===== src/rtl/pp_dma_pkg.sv =====
package pp_dma_pkg;
  localparam int REG_W     = 32;
  localparam int CMD_START = 0;
  localparam int CMD_DIR   = 1;
  localparam int CMD_DONE  = 2;
  localparam int CMD_BUSY  = 3;
  localparam logic [1:0] BLK_CTRL = 2'd2;

  typedef enum logic [1:0] {
    F_ADDR = 2'd0,
    F_LEN  = 2'd1,
    F_CMD  = 2'd2,
    F_NONE = 2'd3
  } field_e;
endpackage


===== src/rtl/pp_dma_desc.sv =====
module pp_dma_desc
  import pp_dma_pkg::*;
#(
  parameter int AW = 32,
  parameter int LW = 16
) (
  input  logic          clk,
  input  logic          rst_n,
  input  logic          wr_en,
  input  field_e        field,
  input  logic [AW-1:0] wr_addr_val,
  input  logic [LW-1:0] wr_len_val,
  input  logic          wr_start,
  input  logic          wr_dir,
  input  logic          wr_clr,
  input  logic          is_active,
  input  logic          step,
  input  logic          finish,
  output logic [AW-1:0] addr_o,
  output logic [LW-1:0] len_o,
  output logic          armed_o,
  output logic          dir_o,
  output logic          done_o
);
  logic [AW-1:0] addr_q, addr_d;
  logic [LW-1:0] len_q, len_d;
  logic armed_q, armed_d, dir_q, dir_d, done_q, done_d;
  logic lock, cmd_wr;

  assign lock   = is_active & armed_q;
  assign cmd_wr = wr_en && (field == F_CMD);

  always_comb begin
    addr_d  = addr_q;
    len_d   = len_q;
    armed_d = armed_q;
    dir_d   = dir_q;
    done_d  = done_q;
    if (wr_en && field == F_ADDR && !lock) addr_d = wr_addr_val;
    else if (step)                         addr_d = addr_q + AW'(4);
    if (wr_en && field == F_LEN && !lock)  len_d = wr_len_val;
    else if (step)                         len_d = len_q - LW'(1);
    if (finish)                            armed_d = 1'b0;
    else if (cmd_wr && wr_start)           armed_d = 1'b1;
    if (cmd_wr && !lock)                   dir_d = wr_dir;
    if (finish)                            done_d = 1'b1;
    else if (cmd_wr && wr_clr)             done_d = 1'b0;
  end

  always_ff @(posedge clk or negedge rst_n) begin
    if (!rst_n) begin
      addr_q  <= '0;
      len_q   <= '0;
      armed_q <= 1'b0;
      dir_q   <= 1'b0;
      done_q  <= 1'b0;
    end else begin
      addr_q  <= addr_d;
      len_q   <= len_d;
      armed_q <= armed_d;
      dir_q   <= dir_d;
      done_q  <= done_d;
    end
  end

  assign addr_o  = addr_q;
  assign len_o   = len_q;
  assign armed_o = armed_q;
  assign dir_o   = dir_q;
  assign done_o  = done_q;
endmodule


===== src/rtl/pp_dma_engine.sv =====
module pp_dma_engine #(
  parameter int LW = 16
) (
  input  logic          clk,
  input  logic          rst_n,
  input  logic          flip_req,
  input  logic          armed_act,
  input  logic [LW-1:0] len_act,
  input  logic          per_rdy,
  input  logic          mem_gnt,
  output logic          act,
  output logic          mem_req,
  output logic          step,
  output logic          finish_act
);
  logic act_q, act_d;

  always_comb begin
    act_d = act_q;
    if (flip_req && !armed_act) act_d = ~act_q;
  end

  always_ff @(posedge clk or negedge rst_n) begin
    if (!rst_n) act_q <= 1'b0;
    else        act_q <= act_d;
  end

  assign act        = act_q;
  assign mem_req    = armed_act && (len_act != '0) && per_rdy;
  assign step       = mem_req && mem_gnt;
  assign finish_act = armed_act && ((len_act == '0) || (step && len_act == LW'(1)));
endmodule


===== src/rtl/pp_dma_chan.sv =====
module pp_dma_chan
  import pp_dma_pkg::*;
#(
  parameter int AW = 32,
  parameter int LW = 16,
  parameter int DW = 32
) (
  input  logic             clk,
  input  logic             rst_n,
  input  logic             reg_wr,
  input  logic [5:0]       reg_addr,
  input  logic [REG_W-1:0] reg_wdata,
  output logic [REG_W-1:0] reg_rdata,
  output logic             mem_req,
  input  logic             mem_gnt,
  output logic [AW-1:0]    mem_addr,
  output logic             mem_we,
  output logic [DW-1:0]    mem_wdata,
  input  logic [DW-1:0]    mem_rdata,
  input  logic             per_rdy,
  output logic             per_ack,
  output logic [DW-1:0]    per_wdata,
  input  logic [DW-1:0]    per_rdata,
  output logic             irq
);
  localparam int NSET = 2;

  logic [1:0] blk;
  field_e     fld;
  logic       aligned, flip_req, act, step, finish_act;
  logic       armed_act;
  logic [LW-1:0] len_act;
  logic [AW-1:0] set_addr [NSET];
  logic [LW-1:0] set_len  [NSET];
  logic [NSET-1:0] set_armed, set_dir, set_done;

  assign blk      = reg_addr[5:4];
  assign fld      = field_e'(reg_addr[3:2]);
  assign aligned  = (reg_addr[1:0] == 2'b00);
  assign flip_req = reg_wr && aligned && blk == BLK_CTRL && fld == F_ADDR && reg_wdata[0];

  for (genvar s = 0; s < NSET; s++) begin : g_set
    logic sel, is_act;
    assign sel    = reg_wr && aligned && (blk == 2'(s));
    assign is_act = (act == 1'(s));
    pp_dma_desc #(.AW(AW), .LW(LW)) u_desc (
      .clk         (clk),
      .rst_n       (rst_n),
      .wr_en       (sel),
      .field       (fld),
      .wr_addr_val (AW'(reg_wdata)),
      .wr_len_val  (LW'(reg_wdata)),
      .wr_start    (reg_wdata[CMD_START]),
      .wr_dir      (reg_wdata[CMD_DIR]),
      .wr_clr      (reg_wdata[CMD_DONE]),
      .is_active   (is_act),
      .step        (step && is_act),
      .finish      (finish_act && is_act),
      .addr_o      (set_addr[s]),
      .len_o       (set_len[s]),
      .armed_o     (set_armed[s]),
      .dir_o       (set_dir[s]),
      .done_o      (set_done[s])
    );
  end

  assign armed_act = set_armed[act];
  assign len_act   = set_len[act];

  pp_dma_engine #(.LW(LW)) u_eng (
    .clk        (clk),
    .rst_n      (rst_n),
    .flip_req   (flip_req),
    .armed_act  (armed_act),
    .len_act    (len_act),
    .per_rdy    (per_rdy),
    .mem_gnt    (mem_gnt),
    .act        (act),
    .mem_req    (mem_req),
    .step       (step),
    .finish_act (finish_act)
  );

  assign mem_addr  = set_addr[act];
  assign mem_we    = ~set_dir[act];
  assign mem_wdata = per_rdata;
  assign per_wdata = mem_rdata;
  assign per_ack   = step;
  assign irq       = |set_done;

  always_comb begin
    reg_rdata = '0;
    if (aligned) begin
      if (blk < 2'(NSET)) begin
        case (fld)
          F_ADDR:  reg_rdata = REG_W'(set_addr[blk[0]]);
          F_LEN:   reg_rdata = REG_W'(set_len[blk[0]]);
          F_CMD:   reg_rdata = REG_W'({set_armed[blk[0]] && (act == blk[0]), set_done[blk[0]],
                                       set_dir[blk[0]], set_armed[blk[0]]});
          default: reg_rdata = '0;
        endcase
      end else if (blk == BLK_CTRL && fld == F_ADDR) begin
        reg_rdata = REG_W'(act);
      end
    end
  end
endmodule


===== config.mk =====
export PLATFORM = sky130hd
export DESIGN_NAME = pp_dma_chan
export DESIGN_NICKNAME = d
export VERILOG_FILES = /design/src/rtl/pp_dma_pkg.sv /design/src/rtl/pp_dma_desc.sv /design/src/rtl/pp_dma_engine.sv /design/src/rtl/pp_dma_chan.sv
export SDC_FILE = /design/constraint.sdc
export NUM_CORES = 1
export LEC_CHECK = 0
export ABC_CLOCK_PERIOD_IN_PS = 4600
export BUFFER_PORTS_ARGS = -buffer_cell sky130_fd_sc_hd__buf_2
export CELL_PAD_IN_SITES_DETAIL_PLACEMENT = 1
export CELL_PAD_IN_SITES_GLOBAL_PLACEMENT = 2
export CORE_ASPECT_RATIO = 1.2
export CORE_UTILIZATION = 33
export DETAILED_ROUTE_END_ITERATION = 16
export PLACE_DENSITY_LB_ADDON = 0.25
export SLEW_MARGIN = 20
export SYNTH_ARGS = -nofsm -noshare
export SYNTH_HDL_FRONTEND = slang
export SYNTH_SLANG_ARGS = --single-unit
export TNS_END_PERCENT = 10

===== constraint.sdc =====
create_clock -name clk -period 4.6 [get_ports clk]
set_input_delay 0.23 -clock clk [delete_from_list [all_inputs] [get_ports clk]]
set_output_delay 0.23 -clock clk [all_outputs]
set_load 0.02 [all_outputs]

After elaboration in Yosys (flattened, before gate mapping)

Cells that the tools add are included.

$add $sub $neg: 4
$mul: 0
Divide/modulo/power cells: 0
$lt $le $gt $ge: 5
Equal/unequal tests: 6
Shift-type cells: 0
Multiplexer cells: 42
Bitwise gates (word level): 6
Reductions and logical operators: 52

Operators by type and width:

| cell                    | count |
|---|---|
| $mux W32                | 12 |
| $mux W16                | 10 |
| $pmux W32 S3            | 1 |
| $add A32 B3 Y32 const B | 2 |
| $logic_and A1 B1 Y1     | 34 |
| $sub A16 B1 Y16 const B | 2 |
| $mux W1                 | 19 |
| $eq A16 B1 Y1 const B   | 1 |
| $logic_not A16 Y1       | 1 |
| $reduce_bool A16 Y1     | 1 |
| $reduce_bool A2 Y1      | 8 |
| $logic_not A2 Y1        | 3 |
| $eq A2 B1 Y1 const B    | 2 |
| $eq A2 B2 Y1 const B    | 2 |
| $ge A2 B2 Y1 const B    | 2 |
| $lt A1 B2 Y1 const B    | 2 |
| $not A1 Y2              | 2 |
| $logic_not A1 Y1        | 3 |
| $and A1 B1 Y1           | 2 |
| $lt A2 B2 Y1 const B    | 1 |
| $not A1 Y1              | 2 |
| $reduce_or A2 Y1        | 1 |
| $eq A1 B1 Y1            | 1 |
| $logic_or A1 B1 Y1      | 1 |

Register bits after elaboration: 103
Latch bits: 0
Bits in writable memories: 0
ROM bits: 0
Output and inout bits: 132
Memories kept: 0

Logic depth before layout (Yosys ltp)

Gate-level depths: netlist (run 1).

Depth in word-level cells: 13
Mapped depth: 11

Cells and area by module

From an unflattened synthesis (run 1), not the netlist that was laid out.

Cell total of the unflattened synthesis: 873
Area, all modules: 7708.6 um^2

By module, submodules not included:

| module        | instances | cells an instance | area each (um^2) | sequential area each (um^2) |
|---|---|---|---|---|
| pp_dma_desc   | 2         | 303               | 2732.6           | 1276.2 |
| pp_dma_chan   | 1         | 250               | 2110.8           | 0.0 |
| pp_dma_engine | 1         | 17                | 132.6            | 25.0 |

Worst setup path after synthesis (run 1)

Ideal clock, no wire load.

Path type: reg2reg
Start: register g_set[1].u_desc.len_q[10]
End: register g_set[0].u_desc.len_q[10]
Library setup time: 126 ps
Arrival time: 2185 ps
Required time: 4474 ps
Slack: 2289 ps
Cell stages (with the launch flop): 8
Clock period less this slack: 2311 ps
Path through: dfrtp_1 > or4_4 > nor4_4 > o211a_4 > nor2_2 > buf_6 > a21o_1 > a221o_1

Longest elaborated chain between the ends: 9

Ends and longest elaborated chain:

| what                                         | line                | text |
|---|---|---|
| start: declaration                           | pp_dma_desc.sv:26   | `logic [LW-1:0] len_q, len_d;` |
| start signal: assignment                     | pp_dma_desc.sv:59   | `len_q <= len_d;` |
| $mux W16 (implied by the code) (3 in series) | pp_dma_chan.sv:68   | `assign len_act = set_len[act];` |
| $reduce_bool A16 Y1                          | pp_dma_engine.sv:29 | `assign mem_req = armed_act && (len_act != '0) && per_rdy;` |
| $logic_and A1 B1 Y1 (2 in series)            | pp_dma_engine.sv:29 |  |
| $logic_and A1 B1 Y1                          | pp_dma_engine.sv:30 | `assign step = mem_req && mem_gnt;` |
| $logic_and A1 B1 Y1                          | pp_dma_chan.sv:57   | `.step (step && is_act),` |
| $reduce_bool A2 Y1 (no line)                 | --                  |  |
| end signal: assignment                       | pp_dma_desc.sv:59   |  |
| end: declaration                             | pp_dma_desc.sv:26   |  |

No other way between the ends. The select of a mux whose other input is x is not followed.
A chain may end at the register's enable or synchronous reset.

Final worst setup path (run 1)

Start: register u_eng.act_q (netlist: u_eng.act)
End: register g_set[0].u_desc.len_q[13]

Longest elaborated chain between the ends: 10

Ends and longest elaborated chain:

| what                                         | line                | text |
|---|---|---|
| start: declaration                           | pp_dma_engine.sv:16 | `logic act_q, act_d;` |
| start signal: assignment                     | pp_dma_engine.sv:25 | `else act_q <= act_d;` |
| $not A1 Y2 (implied by the code)             | pp_dma_chan.sv:68   |  |
| $mux W16 (implied by the code) (3 in series) | pp_dma_chan.sv:68   |  |
| $reduce_bool A16 Y1                          | pp_dma_engine.sv:29 |  |
| $logic_and A1 B1 Y1 (2 in series)            | pp_dma_engine.sv:29 |  |
| $logic_and A1 B1 Y1                          | pp_dma_engine.sv:30 |  |
| $logic_and A1 B1 Y1                          | pp_dma_chan.sv:57   |  |
| $reduce_bool A2 Y1 (no line)                 | --                  |  |

Parallel ways exist; a longest one is shown, timed or not. The select of a mux whose other input is x is not followed.

==> results of run 1 <==
registers in the layout, summed over array words and instances (netlist names):
register and cells:
g_set.u_desc.dir_o 2, g_set.u_desc.done_o 2, u_eng.act 1, g_set.u_desc.len_o 32
g_set.u_desc.armed_o 2, g_set.u_desc.addr_o 64
layout make-up:
cell class	instances	area share, %
Tap cell	315	4.56
Timing Repair Buffer	131	8.26
Multi-Input combinational cell	681	52.0
Clock inverter	7	1.17
Sequential cell	103	29.9
Clock buffer	9	2.61
Inverter	35	1.52
timing repair:
item | 4_1_cts | 5_1_grt
hold buffers | 1 | 0
gates resized for setup | 0 | 0
hold endpoints to repair | 34 | 0
kinds of logic after synthesis:
kind of cell	count (synthesis)
AO/OA/AOI/OAI	260
AND/OR/NAND/NOR	347
flip-flops	103
adder cells (fa/ha/maj)	4
buffers and inverters	153
multiplexers	69
XOR/XNOR	1
cell usage after synthesis (all sizes together) (6+ instances only):
cell type	count
dfrtp	103
buf	95
nand2	86
nor2	76
o21ai	69
nor3	42
nand3	41
mux2i	36
a21oi	35
inv	35
a21o	31
a221o	31
mux2	26
clkbuf	23
nand4	17
nor4	15
and3	12
nor2b	12
or3	12
o31a	10
a211oi	9
o311ai	9
a32oi	8
and4	7
mux4	7
nand2b	7
a22oi	6
a32o	6
o211ai	6
o22ai	6
or4	6
routing by layer:
layer / track usage [%] / up-vias / share of wire, %
met5: 0 / - / 0
met4: 8.74 / 0 / 2.4
met3: 2.77 / 47 / 3.7
met2: 44.0 / 188 / 50
met1: 33.2 / 3937 / 44
li1: - / 3468 / -
cell usage in the layout (no fill, tap or decap), types with 10 or more instances in the layout:
cell type	count
nand2_1	84
buf_2	109
nor4_1	13
nor3_1	41
nand3_1	41
inv_1	35
a21oi_1	33
mux2i_1	36
nor2b_1	12
and3_1	12
dfrtp_1	102
mux2_2	26
buf_4	21
a21o_1	31
nand4_1	17
nor2_1	72
or3_1	12
o21ai_0	60
a221o_1	31
o31a_1	10
worst max-delay path, cell delays in order (launching register included):
cell,delay [ns]
dfrtp_2,0.79
or3b_2,0.53
nor4_4,0.32
o211ai_1,0.22
nand2_2,0.83
o21ai_0,0.23
a221o_1,0.33
metrics by stage:
step / instances / setup slack (ns) / utilization, %
2_1_floorplan: 937 / 2.29 / -
3_3_place_gp: 1264 / 1.27 / 35.4
3_5_place_dp: 1264 / 1.20 / 35.4
4_1_cts: 1281 / 1.20 / 36.9
5_1_grt: 1281 / 0.978 / 36.9
6_report: 1281 / 1.22 / 36.9
power by group:
part	switching, W	internal (W)
registers	0.000339	0.00109
logic	0.000507	0.000365
clock network	0.000408	0.000486
total	0.00125	0.00194
how the worst max path moves through the flow:
stage	endpoint	slack (ns)	depth (start not counted)
final	g_set[0].u_desc.len_o[13]	1.22	6
after global placement	g_set[0].u_desc.len_o[13]	1.27	6
after global routing	g_set[0].u_desc.len_o[5]	0.98	6
after floorplan	g_set[0].u_desc.len_o[10]	2.29	7
after CTS	g_set[0].u_desc.len_o[5]	1.20	6
after detailed placement	g_set[0].u_desc.len_o[13]	1.20	6
==> impl_metrics.tcl, run 1 <==
set metrics [dict create \
    status "complete, no violations" \
    synth_area_sq_um 7950 \
    multiInputGateArea_sq_um 4490 \
    gp_congestion 0.857 \
    syn-mean-instance-area_sq_um 8.49 \
    worst_pin_slew_ns 1.06 \
    synth_mux_area_share_pct 10.2 \
    hold_violations 0 \
    whs_ns 0.0955 \
    ant_nets 0 \
    reg2reg_slack_ns 1.22 \
    antenna_found_initial 0 \
    vdd.ir_drop.worst_mv 0.175 \
    total_power_w 0.00319 \
    final.setup.tns_ns 0 \
    synthTopCellsByArea "dfrtp_1 (32%), buf_4 (6.6%), mux2i_1 (4.5%)" \
    slew_violations 0 \
    rsz0062_at_grt "false" \
    synth_top_family_by_area "compound AO/OA/AOI/OAI gates" \
    synthAdderAreaFrac_pct 0.629 \
    coreArea_sq_um 23400 \
    wl_per_cell_microns 24.0 \
    hold_end "g_set[0].u_desc.addr_o[23]" \
    initial_utilization_pct 33.9 \
    ioPinCount 239 \
    async_flop_share_pct 100 \
    area_delta_synth_final_pct 8.62 \
    rows 61 \
    crit_required_ns 4.85 \
    cts_buffers 9 \
    yosys.area_share.simple_pct 21.9 \
    layout.nets 1072 \
    synth-edff-count 0 \
    synth_compound_area_share_pct 23.6 \
    hp-start "reg_wdata[23]" \
    fillCellCount 2841 \
    finalClockSkew_ns 0.0109 \
    worstHoldPathCells 3 \
    r2r_cells 6 \
    drc 0 \
    antenna_cells 0 \
    synthCells 937 \
    overflow 0 \
    routed_via_density 5.96 \
    final-seq-area_sq_um 2580 \
    max-cap-violations 0 \
    clk_latency_ns 0.37 \
    dieArea_sq_um 24700 \
    cp-start-kind "flip-flop" \
    ys_seq_elements 103 \
    dp_hpwl_mm 21.9 \
    synth-xor-area-share_pct 0.110 \
    cts_tree "built" \
    htreeDepth 3 \
    yosysTopAreaCellShare_pct 32.4 \
    rr_endpoint "g_set[0].u_desc.len_o[13]" \
    fin_crit_ns 3.38 \
    die_w_microns 144 \
    clk_path_buf_depth 2 \
    drt-pass1-iter-count 4 \
    fmax_mhz 296 \
    numClockSinks 103 \
    startpoint "u_eng.act" \
    hold_path.class "primary input to flip-flop" \
    timing.rr.start "u_eng.act" \
    track_usage_pct 25.6 \
    drtIter0Drc 437 \
    routed_wl_mm 30.8 \
    arrival_ns 3.64 \
    grt_pass1_vias 7792 \
    min_period_over_period_pct 73.6 \
    post_dp_cell_area_sq_um 8300 \
    slew_headroom_pct 28.8 \
    ys_seq_area_share_pct 32.4 \
    worstSetupPathType "flip-flop to flip-flop" \
    die_y_microns 172 \
    drive_gt1_share_pct 20.8 \
    power_density_nw_per_um2 369 \
    post-cts-setup-buffers 0 \
    synth_nets 1048 \
    fin_area_sq_um 8640 \
    netlist.top_cell.by_area "dfrtp_1" \
    clockRootBuffer "clkbuf_16" \
    finalSetupViolations 0 \
    portBuffers 110 \
    synthFlopType "dfrtp_1" \
    grt_pass1_wl_mm 47.4 \
    ys_types 66 \
    leakage_nw 3.79 \
    grt_max_degree 45 \
    endpoint_kind "flip-flop" \
    yosys_warnings 0 \
    critPathMaxFanout 44 \
    via_count 7640 \
    path_clk_slew_ns 0.08 \
]
Note: power is estimated with default switching activity, not from simulation.
==> inputs of run 2 (changes only) <==
ABC_CLOCK_PERIOD_IN_PS = 3200   (was 4600)
CORE_UTILIZATION = 30   (was 33)
clock period = 3.2 ns   (was 4.6 ns; I/O delays follow)
==> impl_metrics.tcl, run 2 (synthesis results as in run 1) <==
set metrics [dict create \
    status "complete, no violations" \
    fmax_mhz 324 \
    met3_usage_pct 2.25 \
    area_delta_synth_final_pct 11.1 \
    wl_per_cell_microns 23.8 \
    numClockSinks 103 \
    fin_crit_ns 3.08 \
    die_y_microns 180 \
    path_delay_family "simple AND/OR/NAND/NOR gates" \
    final_cell_mix "buf_2 (109), dfrtp_1 (102), nand2_1 (84), nor2_1 (72), o21ai_0 (60)" \
    post_dp_cell_area_sq_um 8530 \
    clk_path_buf_depth 2 \
    leakage_nw 3.89 \
    gp_congestion 0.845 \
    track_usage_pct 24.1 \
    fin_area_sq_um 8840 \
    finalSetupViolations 0 \
    routed_via_density 5.82 \
    initial_utilization_pct 30.8 \
    critPathMaxFanout 7 \
    slew_headroom_pct 42.5 \
    drive_gt1_share_pct 22.2 \
    arrival_ns 2.92 \
    ant_nets 0 \
    grt_busiest_layer "met2" \
    layout.nets 1091 \
    largest_register_ffs 64 \
    dp_hpwl_mm 23.1 \
    routed_wl_mm 31.3 \
    crit_chain "or4_1, nor4_4, o211ai_1, nor2b_1, nor2b_1, buf_2" \
    clockRootBuffer "clkbuf_16" \
    path_common_cell "nor2b_1" \
    max-cap-violations 0 \
    rows 64 \
    coreArea_sq_um 25800 \
    die_w_microns 151 \
    portBuffers 110 \
    crit_buf_inv 1 \
    drc 0 \
    hp-start "reg_wdata[23]" \
    final.setup.tns_ns 0 \
    clk_latency_ns 0.36 \
    endpoint_kind "primary output" \
    vdd.ir_drop.worst_mv 0.213 \
    setup_slack_ns 0.117 \
    slew_violations 0 \
    grt_pass1_wl_mm 49.7 \
    antenna_cells 0 \
    power_density_nw_per_um2 511 \
    drt-pass1-iter-count 4 \
    via_count 7654 \
    htreeDepth 3 \
    cp_slowest_stage_delay_ns 0.63 \
    cts_tree "built" \
    grt_use_met2_pct 41.3 \
    cpMaxStageDelayCell "or4_1" \
    crit_required_ns 3.04 \
    min_period_over_period_pct 96.3 \
    ioPinCount 239 \
    finalClockSkew_ns 0.00845 \
    dieArea_sq_um 27200 \
    timing.rr.start "g_set[0].u_desc.len_o[12]" \
    cp-start-kind "flip-flop" \
    cts_buffers 9 \
    pre_cts_ws_ns 0.297 \
    worst_pin_slew_ns 0.853 \
    total_power_w 0.00452 \
    rsz0062_at_grt "false" \
    grt_max_degree 74 \
    path_clk_slew_ns 0.08 \
    drtIter0Drc 516 \
    met1_usage_pct 32.1 \
    hold_path.class "primary input to flip-flop" \
    grt_pass1_vias 7999 \
    startpoint "g_set[0].u_desc.len_o[12]" \
    hold_violations 0 \
    final_common_cell "buf_2" \
    worstSetupPathType "flip-flop to primary output" \
    antenna_found_initial 0 \
    overflow 0 \
    fin_util_pct 34.3 \
]
run 2: timing repair:
action / in CTS / in global routing
hold endpoints to repair: 30 / 0
gates resized for setup: 0 / 0
hold buffers: 1 / 0
buffers inserted: 0 / 0
run 2: final cells by class:
cell class	instances	area (sq um)
tap	330	413
inverter	35	131
timing repair buffer	150	931
clock inverter	7	65.1
sequential	103	2580
fill	3110	16900
clock buffer	9	225
multi-input combinational	681	4490
run 2: worst paths after layout:
check,depth (start not counted),endpoint,slack [ns]
setup / recovery,6,per_ack,0.12
max in group asynchronous,3,g_set[1].u_desc.addr_o[15],2.06
setup reg to reg,6,g_set[1].u_desc.len_o[9],0.30
min in group asynchronous,2,g_set[1].u_desc.done_o,0.31
hold / removal,3,g_set[0].u_desc.addr_o[23],0.03
hold reg to reg,1,g_set[1].u_desc.done_o,0.54
run 2: power breakdown:
group / switching [W] / internal [W]
combinational: 0.000795 / 0.000564
sequential: 0.000444 / 0.00156
clock: 0.000602 / 0.000550
total: 0.00184 / 0.00268
run 2: worst reg2reg max path: cells and delay by family, from the launching register on:
| kind | cells | cell delay [ns] |
|---|---|---|
| simple gates | 4 | 1.69 |
| compound gates | 2 | 0.64 |
| flops | 1 | 0.45 |
run 2: per-layer routing:
layer,part of all wire (%),up-vias,routed length [microns]
met4,1.6,0,516
met1,45,3966,14200
met3,2.8,25,870
met5,0,-,0
li1,-,3521,-
met2,50,142,15800
run 2: through the flow:
stage | hold WS, ns | cells
detailed placement | 0.179 | 1298
floorplan | -0.136 | 937
finish | 0.0277 | 1315
global placement | 0.179 | 1298
CTS | 0.0201 | 1315
global route | 0.0431 | 1315
==> inputs of run 3 (changes only) <==
PLACE_DENSITY_LB_ADDON = 0.08   (was 0.25)
==> impl_metrics.tcl, run 3 (synthesis results as in run 1) <==
set metrics [dict create \
    initial_utilization_pct 30.8 \
    fin_crit_ns 2.88 \
    dieArea_sq_um 27200 \
    final-seq-area_sq_um 2580 \
    overflow 0 \
    switching_share_pct 40.1 \
    largest_register_ffs 64 \
    leakage_nw 3.92 \
    post-cts-setup-buffers 0 \
    max-cap-violations 0 \
    grt_pass1_vias 7981 \
    clk_latency_ns 0.37 \
    total_power_w 0.00457 \
    finalSetupViolations 0 \
    grt_max_degree 47 \
    path_clk_slew_ns 0.08 \
    crit_required_ns 3.04 \
    via_count 7671 \
    arrival_ns 2.72 \
    grt_pass1_wl_mm 49.4 \
    layout.nets 1095 \
    track_usage_pct 24.2 \
    drive_gt1_share_pct 22.6 \
    cp-start-kind "flip-flop" \
    wl_per_cell_microns 24.2 \
    worstSetupPathType "flip-flop to primary output" \
    fmax_mhz 347 \
    slew_headroom_pct 40.1 \
    p_int_w 0.00274 \
    antenna_found_initial 0 \
    clk_path_buf_depth 2 \
    final_common_cell "buf_2" \
    p_sw_w 0.00183 \
    gp_congestion 0.834 \
    dp_hpwl_mm 23.5 \
    clockPowerShare_pct 26.6 \
    min_period_over_period_pct 90.1 \
    hold_path.class "primary input to flip-flop" \
    cts_buffers 9 \
    htreeDepth 3 \
    routed_wl_mm 31.9 \
    slew_violations 0 \
    finalClockSkew_ns 0.0137 \
    die_y_microns 180 \
    multiInputGateArea_sq_um 4490 \
    antenna_cells 0 \
    drt-pass1-iter-count 5 \
    ant_nets 0 \
    fin_util_pct 34.5 \
    power_density_nw_per_um2 514 \
    fillCellCount 3102 \
    worst_pin_slew_ns 0.889 \
    pwr-share-seq_pct 44.2 \
    drc 0 \
    final_cell_mix "buf_2 (109), dfrtp_1 (102), nand2_1 (84), nor2_1 (72), o21ai_0 (60)" \
    die_w_microns 151 \
    drtIter0Drc 347 \
    rsz0062_at_grt "false" \
    routed_via_density 5.82 \
    vdd.ir_drop.worst_mv 0.200 \
    reg2reg_slack_ns 0.50 \
    critPathMaxFanout 7 \
    clockRootBuffer "clkbuf_16" \
    coreArea_sq_um 25800 \
    cts_tree "built" \
    combPwrFrac_pct 29.2 \
    numClockSinks 103 \
    rows 64 \
    ioPinCount 239 \
    final.setup.tns_ns 0 \
    worstHoldPathCells 3 \
    portBuffers 110 \
    hold_violations 0 \
    status "complete, no violations" \
    endpoint_kind "primary output" \
    area_delta_synth_final_pct 11.8 \
    r2r_cells 8 \
]
## run 3: cell count changes in the layout (fill, tap and decap cells not counted), sizes merged
cell      change
buf           +4
bufinv        +1
clkinv        -1
clkinvlp      +1
inv           -1
## run 3: metrics by stage
stage               setup WS [ns]  hold slack (ns)  std cells  area, sq um
finish                      0.316           0.0287       1319         8890
global route                0.155           0.0475       1319         8890
CTS                        0.0928           0.0121       1319         8890
detailed placement          0.341            0.197       1302         8570
global placement            0.355            0.198       1302         8570
floorplan                   0.889           -0.136        937         7950
## run 3: metal layers
metal / vias up / global-route usage, % / wire length (microns)
met3: 30 / 2.33 / 951
li1: 3530 / - / -
met4: 0 / 7.44 / 667
met2: 154 / 41.7 / 16000
met5: - / 0 / 0
met1: 3957 / 31.6 / 14300
## run 3: final timing paths
check                                             end                startpoint
hold / removal             g_set[0].u_desc.addr_o[23]             reg_wdata[23]
max in group asynchronous  g_set[1].u_desc.addr_o[23]                     rst_n
setup reg to reg           g_set[1].u_desc.addr_o[14]                 u_eng.act
setup / recovery                              mem_req  g_set[0].u_desc.len_o[8]
min in group asynchronous                   u_eng.act                     rst_n
hold reg to reg                g_set[1].u_desc.done_o    g_set[1].u_desc.done_o
## run 3: area by class of cell
type                    count  share of cell area [%]
clock buffers               9                    2.53
clock inverters             7                   0.887
inverters                  35                    1.48
multi-input cells         681                    50.5
flip-flops and latches    103                    29.0
well taps                 330                    4.64
repair buffers            154                    10.9
## run 3: critical path, stage by stage (launching register included)
cell,delay (ns)
dfrtp_1,0.46
or3_1,0.51
nor4_4,0.47
o211ai_1,0.30
nor2b_2,0.36
nor2_1,0.09
buf_2,0.17
## run 3: power by group through the flow
stage | sequential, W | combinational, W | clock, W
6_report | 0.00202 | 0.00133 | 0.00122
3_3_place_gp | 0.00204 | 0.00133 | 0
4_1_cts | 0.00202 | 0.00135 | 0.00125
5_1_grt | 0.00207 | 0.00148 | 0.00129
2_1_floorplan | 0.00185 | 0.00102 | 0
3_5_place_dp | 0.00204 | 0.00134 | 0
## run 3: timing repair
item | in CTS | in global routing
gates resized for setup | 0 | 1
hold buffers | 1 | 0
endpoints found under the hold margin | 36 | 0
setup endpoints to repair | 0 | 1
